### config.mk
export PLATFORM = sky130hd
export DESIGN_NAME = cordic_rotator
export DESIGN_NICKNAME = d
export VERILOG_FILES = /design/src/rtl/cordic_pkg.sv /design/src/rtl/cordic_phase_acc.sv /design/src/rtl/cordic_entry.sv /design/src/rtl/cordic_stage.sv /design/src/rtl/cordic_rotator.sv
export SDC_FILE = /design/constraint.sdc
export NUM_CORES = 2
export LEC_CHECK = 0
export ABC_AREA = 1
export BUFFER_PORTS_ARGS = -buffer_cell sky130_fd_sc_hd__buf_4
export CAP_MARGIN = 40
export CORE_ASPECT_RATIO = 1.2
export CORE_UTILIZATION = 40
export CTS_BUF_LIST = sky130_fd_sc_hd__clkbuf_4 sky130_fd_sc_hd__clkbuf_8
export CTS_CLUSTER_DIAMETER = 200
export CTS_CLUSTER_SIZE = 28
export DETAILED_ROUTE_END_ITERATION = 10
export GPL_TIMING_DRIVEN = 1
export SYNTH_ARGS = -nofsm -noshare
export SYNTH_HDL_FRONTEND = slang
export SYNTH_SLANG_ARGS = --single-unit
### constraint.sdc
create_clock -name clk -period 3.9 [get_ports clk]
set_input_delay 0.78 -clock clk [delete_from_list [all_inputs] [get_ports clk]]
set_output_delay 0.78 -clock clk [all_outputs]
set_load 0.02 [all_outputs]
### src/rtl/cordic_pkg.sv
package cordic_pkg;

  localparam real PI = 3.14159265358979323846;

  // arctangent of 2^-i in radians, by power series (i >= 1 converges fast)
  function automatic real atan_pow2(input int i);
    real x, x2, p, s, sgn;
    if (i == 0) return PI / 4.0;
    x = 1.0;
    for (int k = 0; k < i; k++) x = x / 2.0;
    x2 = x * x;
    p = x;
    s = 0.0;
    sgn = 1.0;
    for (int k = 0; k < 40; k++) begin
      s = s + sgn * p / real'(2 * k + 1);
      p = p * x2;
      sgn = -sgn;
    end
    return s;
  endfunction

  // angle step for iteration i, in units of 2^-ang_w turns
  function automatic longint atan_word(input int i, input int ang_w);
    return longint'(atan_pow2(i) / (2.0 * PI) * (2.0 ** ang_w));
  endfunction

endpackage

### src/rtl/cordic_phase_acc.sv
module cordic_phase_acc #(
  parameter int ANG_W = 24
) (
  input  logic             clk,
  input  logic             rst_n,
  input  logic             step,
  input  logic [ANG_W-1:0] freq,
  output logic [ANG_W-1:0] acc
);
  always_ff @(posedge clk or negedge rst_n) begin
    if (!rst_n)    acc <= '0;
    else if (step) acc <= acc + freq;
  end
endmodule

### src/rtl/cordic_entry.sv
module cordic_entry #(
  parameter int IN_W      = 16,
  parameter int GUARD     = 6,
  parameter int ANG_W     = 24,
  parameter int GAIN_MODE = 0,
  localparam int W        = IN_W + GUARD + 1
) (
  input  logic                   clk,
  input  logic                   rst_n,
  input  logic                   v_i,
  input  logic signed [IN_W-1:0] x_i,
  input  logic signed [IN_W-1:0] y_i,
  input  logic [ANG_W-1:0]       ang_i,
  output logic                   v_o,
  output logic signed [W-1:0]    x_o,
  output logic signed [W-1:0]    y_o,
  output logic [ANG_W-1:0]       z_o
);
  // shift-only gain: x0.5, or x(1/2 + 1/16 + 1/32); result carries GUARD fraction bits
  function automatic logic signed [W-1:0] gain_scale(input logic signed [W-1:0] v);
    if (GAIN_MODE == 1)
      return (v <<< (GUARD - 1)) + (v <<< (GUARD - 4)) + (v <<< (GUARD - 5));
    else
      return v <<< (GUARD - 1);
  endfunction

  logic                fold;
  logic signed [W-1:0] x_ext, y_ext, x_fold, y_fold;
  logic [ANG_W-1:0]    z_fold;

  always_comb begin
    fold   = ang_i[ANG_W-1] ^ ang_i[ANG_W-2];
    x_ext  = W'(x_i);
    y_ext  = W'(y_i);
    x_fold = fold ? -x_ext : x_ext;
    y_fold = fold ? -y_ext : y_ext;
    z_fold = {ang_i[ANG_W-1] ^ fold, ang_i[ANG_W-2:0]};
  end

  always_ff @(posedge clk or negedge rst_n) begin
    if (!rst_n) begin
      v_o <= 1'b0;
      x_o <= '0;
      y_o <= '0;
      z_o <= '0;
    end else begin
      v_o <= v_i;
      x_o <= gain_scale(x_fold);
      y_o <= gain_scale(y_fold);
      z_o <= z_fold;
    end
  end
endmodule

### src/rtl/cordic_stage.sv
module cordic_stage #(
  parameter int               W     = 23,
  parameter int               ANG_W = 24,
  parameter int               SHIFT = 0,
  parameter logic [ANG_W-1:0] ATAN  = '0
) (
  input  logic                clk,
  input  logic                rst_n,
  input  logic                v_i,
  input  logic signed [W-1:0] x_i,
  input  logic signed [W-1:0] y_i,
  input  logic [ANG_W-1:0]    z_i,
  output logic                v_o,
  output logic signed [W-1:0] x_o,
  output logic signed [W-1:0] y_o,
  output logic [ANG_W-1:0]    z_o
);
  logic                ccw;
  logic signed [W-1:0] x_sh, y_sh;

  always_comb begin
    ccw  = ~z_i[ANG_W-1];
    x_sh = x_i >>> SHIFT;
    y_sh = y_i >>> SHIFT;
  end

  always_ff @(posedge clk or negedge rst_n) begin
    if (!rst_n) begin
      v_o <= 1'b0;
      x_o <= '0;
      y_o <= '0;
      z_o <= '0;
    end else begin
      v_o <= v_i;
      x_o <= ccw ? x_i - y_sh : x_i + y_sh;
      y_o <= ccw ? y_i + x_sh : y_i - x_sh;
      z_o <= ccw ? z_i - ATAN : z_i + ATAN;
    end
  end
endmodule

### src/rtl/cordic_rotator.sv
module cordic_rotator #(
  parameter int IN_W      = 16,
  parameter int OUT_W     = 16,
  parameter int ANG_W     = 24,
  parameter int ITER      = 14,
  parameter int GUARD     = 6,
  parameter int GAIN_MODE = 0
) (
  input  logic                    clk,
  input  logic                    rst_n,
  input  logic                    in_valid,
  input  logic                    acc_mode,
  input  logic signed [IN_W-1:0]  x_in,
  input  logic signed [IN_W-1:0]  y_in,
  input  logic [ANG_W-1:0]        ang_in,
  output logic                    out_valid,
  output logic signed [OUT_W-1:0] cos_out,
  output logic signed [OUT_W-1:0] sin_out
);
  localparam int W    = IN_W + GUARD + 1;
  localparam int DROP = GUARD + IN_W - OUT_W;

  function automatic logic signed [OUT_W-1:0] round_out(input logic signed [W-1:0] v);
    return OUT_W'((v + (W'(1) <<< (DROP - 1))) >>> DROP);
  endfunction

  logic                acc_step;
  logic [ANG_W-1:0]    acc_q;
  logic [ANG_W-1:0]    phase_sel;
  logic                vp [0:ITER];
  logic signed [W-1:0] xp [0:ITER];
  logic signed [W-1:0] yp [0:ITER];
  logic [ANG_W-1:0]    zp [0:ITER];

  // named taps for the checker
  logic [ITER:0]       vld_chain;
  logic [ANG_W-1:0]    z_head;
  logic [ANG_W-1:0]    z_tail;

  assign acc_step  = in_valid & acc_mode;
  assign phase_sel = acc_mode ? acc_q : ang_in;

  cordic_phase_acc #(.ANG_W(ANG_W)) u_acc (
    .clk(clk), .rst_n(rst_n), .step(acc_step), .freq(ang_in), .acc(acc_q)
  );

  cordic_entry #(
    .IN_W(IN_W), .GUARD(GUARD), .ANG_W(ANG_W), .GAIN_MODE(GAIN_MODE)
  ) u_entry (
    .clk(clk), .rst_n(rst_n), .v_i(in_valid), .x_i(x_in), .y_i(y_in), .ang_i(phase_sel),
    .v_o(vp[0]), .x_o(xp[0]), .y_o(yp[0]), .z_o(zp[0])
  );

  for (genvar i = 0; i < ITER; i++) begin : g_stage
    cordic_stage #(
      .W(W), .ANG_W(ANG_W), .SHIFT(i),
      .ATAN(ANG_W'(cordic_pkg::atan_word(i, ANG_W)))
    ) u_stage (
      .clk(clk), .rst_n(rst_n),
      .v_i(vp[i]),   .x_i(xp[i]),   .y_i(yp[i]),   .z_i(zp[i]),
      .v_o(vp[i+1]), .x_o(xp[i+1]), .y_o(yp[i+1]), .z_o(zp[i+1])
    );
  end

  for (genvar i = 0; i <= ITER; i++) begin : g_tap
    assign vld_chain[i] = vp[i];
  end

  assign z_head    = zp[0];
  assign z_tail    = zp[ITER];
  assign out_valid = vp[ITER];
  assign cos_out   = round_out(xp[ITER]);
  assign sin_out   = round_out(yp[ITER]);
endmodule

## Word level (Yosys, flattened, before mapping)

Index checks and enable logic that the tools add are counted.

| operators by class | value |
|---|---|
| add/sub/neg operators | 86 |
| muxes and demuxes | 44 |
| bitwise logic cells | 3 |

Operator list:

| kind | count |
|---|---|
| $mux 23 | 26 |
| $mux 24 | 14 |
| $add 23x11->23 | 2 |
| $add 23x12->23 | 2 |
| $add 23x13->23 | 2 |
| $add 23x14->23 | 2 |
| $add 23x15->23 | 2 |
| $add 23x16->23 | 2 |
| $add 23x17->23 | 2 |
| $add 23x18->23 | 2 |
| $add 23x19->23 | 2 |
| $add 23x20->23 | 2 |
| $add 23x21->23 | 2 |
| $add 23x22->23 | 2 |
| $sub 23x11->23 | 2 |
| $sub 23x12->23 | 2 |
| $sub 23x13->23 | 2 |
| $sub 23x14->23 | 2 |
| $sub 23x15->23 | 2 |
| $sub 23x16->23 | 2 |
| $sub 23x17->23 | 2 |
| $sub 23x18->23 | 2 |
| $sub 23x19->23 | 2 |
| $sub 23x20->23 | 2 |
| other kinds (39) | 49 |

| storage, ports and cells | value |
|---|---|
| bits in registers | 1053 |
| bits of input ports | 60 |
| output and inout bits | 33 |
| logic and storage cells | 193 |

## Logic depth before layout (Yosys ltp)

| depth | value |
|---|---|
| depth after elaboration | 3 |
| depth in mapped cells | 22 |
| mapped depth without buffers | 22 |

## Cells and area by module

A second synthesis with hierarchy kept.

| second synthesis, totals | value |
|---|---|
| cell total of the unflattened synthesis | 15725 |
| area total of the unflattened synthesis | 104156.1 µm² |

Modules (own cells, without submodules):

| module | seq. area each (µm²) | area an instance (µm²) | instances | cells each |
|---|---|---|---|---|
| cordic_stage at g_stage[9].u_stage | 1776.7 | 7257.0 | 1 | 1123 |
| cordic_stage at g_stage[1].u_stage | 1776.7 | 7200.7 | 1 | 1073 |
| cordic_stage at g_stage[5].u_stage | 1776.7 | 7168.1 | 1 | 1123 |
| cordic_stage at g_stage[7].u_stage | 1776.7 | 7119.3 | 1 | 1087 |
| cordic_stage at g_stage[3].u_stage | 1776.7 | 7109.3 | 1 | 1095 |
| cordic_stage at g_stage[2].u_stage | 1776.7 | 7013.0 | 1 | 1036 |
| cordic_stage at g_stage[4].u_stage | 1776.7 | 7006.7 | 1 | 1035 |
| cordic_stage at g_stage[0].u_stage | 1751.7 | 6977.9 | 1 | 1110 |
| cordic_stage at g_stage[8].u_stage | 1776.7 | 6964.2 | 1 | 1034 |
| cordic_stage at g_stage[6].u_stage | 1776.7 | 6955.4 | 1 | 1005 |
| cordic_stage at g_stage[12].u_stage | 1776.7 | 6930.4 | 1 | 1041 |
| cordic_stage at g_stage[11].u_stage | 1776.7 | 6871.6 | 1 | 1054 |
| cordic_stage at g_stage[13].u_stage | 1776.7 | 6822.8 | 1 | 1053 |
| cordic_stage at g_stage[10].u_stage | 1776.7 | 6527.5 | 1 | 945 |
| 3 more rows | - | - | - | - |

## Least setup slack after synthesis

OpenSTA, ideal clock, no wires.

| path | value |
|---|---|
| path type | register -> register |
| from | reg g_stage[0].u_stage.z_o[23] |
| to | reg g_stage[1].u_stage.x_o[21] |
| clock period less this slack | 3.031 ns |
| path buffers | 2 |
| arrival time | 2.914 ns |
| setup slack | 0.869 ns |
| stages on the path, launching flop included | 17 |
| path through | dfrtp_1 -> buf_2 -> clkinv_1 -> clkbuf_1 -> nand2_1 -> o21ai_0 -> ha_1 -> inv_1 -> fa_1 -> o21ai_0 -> nand2_1 -> nand2_1 -> nand2_1 -> nand2_1 -> nand2_1 -> nand3_1 -> nand2_1 |

| between the ends | value |
|---|---|
| word-level cells in the longest chain between the ends | 1 |

Ends and longest elaborated chain:

| what | RTL line | text |
|---|---|---|
| start, declared | cordic_stage.sv:16 | `output logic [ANG_W-1:0] z_o` |
| start signal, assigned | cordic_stage.sv:37 | `z_o <= ccw ? z_i - ATAN : z_i + ATAN;` |
| $mux 23 | cordic_stage.sv:35 | `x_o <= ccw ? x_i - y_sh : x_i + y_sh;` |
| end signal, assigned | cordic_stage.sv:35 |  |
| end, declared | cordic_stage.sv:14 | `output logic signed [W-1:0] x_o,` |

No other way between the ends.
A chain may end at the register's enable or synchronous reset.

## Final worst setup path

| path | value |
|---|---|
| from | reg g_stage[13].u_stage.x_o[5] |
| to | out cos_out[15] |

| between the ends | value |
|---|---|
| word-level cells in the longest chain between the ends | 1 |

Ends and longest elaborated chain:

| what | RTL line | text |
|---|---|---|
| start, declared | cordic_stage.sv:14 |  |
| start signal, assigned | cordic_stage.sv:35 |  |
| $add 22x7->22 | cordic_rotator.sv:24 | `return OUT_W'((v + (W'(1) <<< (DROP - 1))) >>> DROP);` |
| end, declared | cordic_rotator.sv:17 | `output logic signed [OUT_W-1:0] cos_out,` |

No other way between the ends.

==> metrics <==
Synth Area in XOR/XNOR=9.88%; number of flops mapped to enable cells by yosys=0; full die area=0.222 mm²; final core occ=42.8%; RSZ-0062 raised after global routing=no; Area growth syn-to-layout=6.15%; Total Routing Usage GR=24.1%; initial antenna violation count=4; Startpoint Class=flip-flop; Synth Area in Adders=14.9%; post-synthesis instance area=0.0881 mm²; area of the multi-input gates=0.0572 mm²; Synth Register Bits=987; Worst Path Buf+Inv=1; setup bufs post-CTS=0; Critical Path RT=3120 ps; arrival time worst endpoint=2760 ps; IO Port Bufs=92; antenna-violating nets left=0; synthesized instance count=12500; mux share of post-synthesis cell area=0.264%; Slowest cell on crit path=dfrtp_1; FILL cells=23200; Most used DFF post-synth=dfrtp_1; global route total overflow=0; commonest non-fill, non-tap cells in the layout=3279 x nand2_1, 1548 x inv_1, 1246 x nor2_1; Yosys cell types=62; CP Max Fanout=4; CTS H-tree depth=2; register area share after synthesis=28.0%; status=finished clean; initial core utilization=40.3%; worst clock skew=149 ps; Chip Height=516 µm; PostCTS Resize Cnt=0; Compound-Gate Fraction of Synth Area=12.4%; fraction of layout cells with a size suffix above 1=2.31%; Worst slew margin=43.1%; delay-heaviest family, CP=simple AND/OR/NAND/NOR gates; TritonRoute pass-1 iters=6; simple-gate share of the synthesized area=27.5%; post-route minimum period=3540 ps; die width=431 µm; FF+latch area=0.0247 mm²; first-pass GRT wire length=426000 µm; Setup Crit Path Kind=reg2out; Post-Route WL=273000 µm; nature of the critical path endpoint=output port; # setup viols final=0; Mapped Avg Cell Area=7.04 µm²; fin crit share=90.7%; max-cap violation count=0; CTS root buf=clkbuf_8; pin count of the biggest net entering global routing=128; Max Slew Vio Count=0; Post-route DRC=0; Post-DP HPWL=232000 µm; drt wl/cell=17.6 µm; layout net count=13800; number of global-route vias before repair=79400; maximum clock path buffer count=3; ys async rst share=100%; commonest non-fill, non-tap cell in the layout=nand2_1; cells along the critical path=ha_1 > nand3_1 > nor3b_2 > nand2_1 > nor2_2 > nand2_1 > nor2_1 > xor2_1 > buf_4; core area=0.219 mm²; First DRT Iteration DRCs=4572; TNS Setup=0 ps; worst skew pair latency=910 ps; number of hold buffers added after CTS=21; Via density=5.20; Hold Vio Cnt, Final=0; TritonCTS clock tree=done; CTS Buf Count=41; synth warn=0; clk slew on worst S/H paths=180 ps; Syn Nets=13600; I/O pins=93; TritonCTS Sinks=987; row cnt=188; Hold Crit Class=in2reg; fmax=283 MHz; placer's final routability congestion estimate=0.976; Top cell by count, worst path=nand2_1; main combinational cell family by area after synthesis=simple AND/OR/NAND/NOR gates; CP peak stage delay=410 ps; DR vias=80700; Worst-Margin Slew=845 ps
layout make-up:
class                           count  share of cell area [%]
Multi-Input combinational cell   9893                    61.2
Antenna cell                        2                 0.00535
Tap cell                         2850                    3.81
Timing Repair Buffer              186                    1.70
Inverter                         1558                    6.25
Sequential cell                   987                    26.4
Clock buffer                       43                   0.632
Clock inverter                      2                  0.0495
per-stage QoR:
step | worst slack (ps) | cells | instance area, µm² | hold slack (ps)
detailed placement | 720 | 15500 | 92700 | 335
floorplan | 869 | 12500 | 88100 | 331
global placement | 777 | 15500 | 92700 | 331
global route | 64.1 | 15500 | 93600 | 59.6
finish | 362 | 15500 | 93600 | 120
CTS | 253 | 15500 | 93600 | 27.4
worst reg2reg max path, cell delays in order, from the launching register on:
cell	delay, ps
dfrtp_1	550
inv_1	110
ha_1	170
nand2_1	70
nor3_1	560
or2_2	240
xor2_1	190
ha_1	320
a21oi_1	320
o21ai_0	220
inv_1	110
nand2_1	60
nand2_1	70
nand3_1	80
nand2_1	60
nand2_1	60
synth_stat cells, drive strengths merged (3+ instances only):
library cell,count,area share (%)
a31oi,51,0.36
o21bai,96,0.82
nand3b,34,0.29
xnor2,231,2.3
a211oi,5,0.043
a41oi,6,0.060
a21oi,998,5.7
nor3,204,1.2
buf,46,0.28
nor3b,3,0.037
nand2b,4,0.028
ha,992,14
nand4,233,1.7
o21a,35,0.30
o31ai,38,0.33
xor2,756,7.6
dfrtp,987,28
a21boi,16,0.14
a21o,79,0.67
o211ai,22,0.19
or2,23,0.16
clkbuf,34,0.14
clkinv,8,0.034
mux2i,3,0.034
nor4,43,0.31
fa,35,0.79
nor2,1260,5.5
mux2,18,0.23
nand3,740,4.2
nand2,3281,14
inv,1550,6.6
o21ai,647,3.7
and2,28,0.20
final timing paths:
| kind | slack (ps) | startpoint | to | cells past startpoint |
|---|---|---|---|---|
| hold / removal | 120 | x_in[15] | u_entry.x_o[21] | 3 |
| min in group asynchronous | 400 | rst_n | u_entry.z_o[22] | 2 |
| max in group asynchronous | 2250 | rst_n | g_stage[6].u_stage.z_o[22] | 3 |
| hold reg to reg | 330 | u_entry.z_o[2] | g_stage[0].u_stage.z_o[2] | 0 |
| setup / recovery | 360 | g_stage[13].u_stage.x_o[5] | cos_out[15] | 9 |
| setup reg to reg | 590 | g_stage[12].u_stage.y_o[13] | g_stage[13].u_stage.x_o[17] | 15 |
cell families (layout without fill, tap and decap cells):
| kind of cell | after synthesis | count (layout) |
|---|---|---|
| buffers and inverters | 1638 | 1789 |
| flip-flops | 987 | 987 |
| AND/OR/NAND/NOR | 5856 | 5856 |
| AO/OA/AOI/OAI | 2002 | 2002 |
| XOR/XNOR | 987 | 987 |
| adder cells (fa/ha/maj) | 1027 | 1027 |
| multiplexers | 21 | 21 |
| other | 0 | 2 |
metal layers:
| layer | vias to the layer above | global-route usage [%] | wire, µm |
|---|---|---|---|
| met5 | - | 0 | 13 |
| met4 | 2 | 13.4 | 16300 |
| met1 | 37300 | 25.2 | 104000 |
| met3 | 582 | 1.57 | 6750 |
| li1 | 41200 | - | - |
| met2 | 1589 | 47.3 | 146000 |
sequential cells by signal (all words and copies together) (netlist names), 14 cells and up:
signal               flops
u_acc.acc               24
g_stage.u_stage.y_o    304
g_stage.u_stage.v_o     14
g_stage.u_stage.z_o    282
u_entry.z_o             23
u_entry.x_o             18
g_stage.u_stage.x_o    303
u_entry.y_o             18
Power is left out: the tool's default activity adds up to more than one toggle a clock period on the data nets, which glitch-free logic cannot reach.
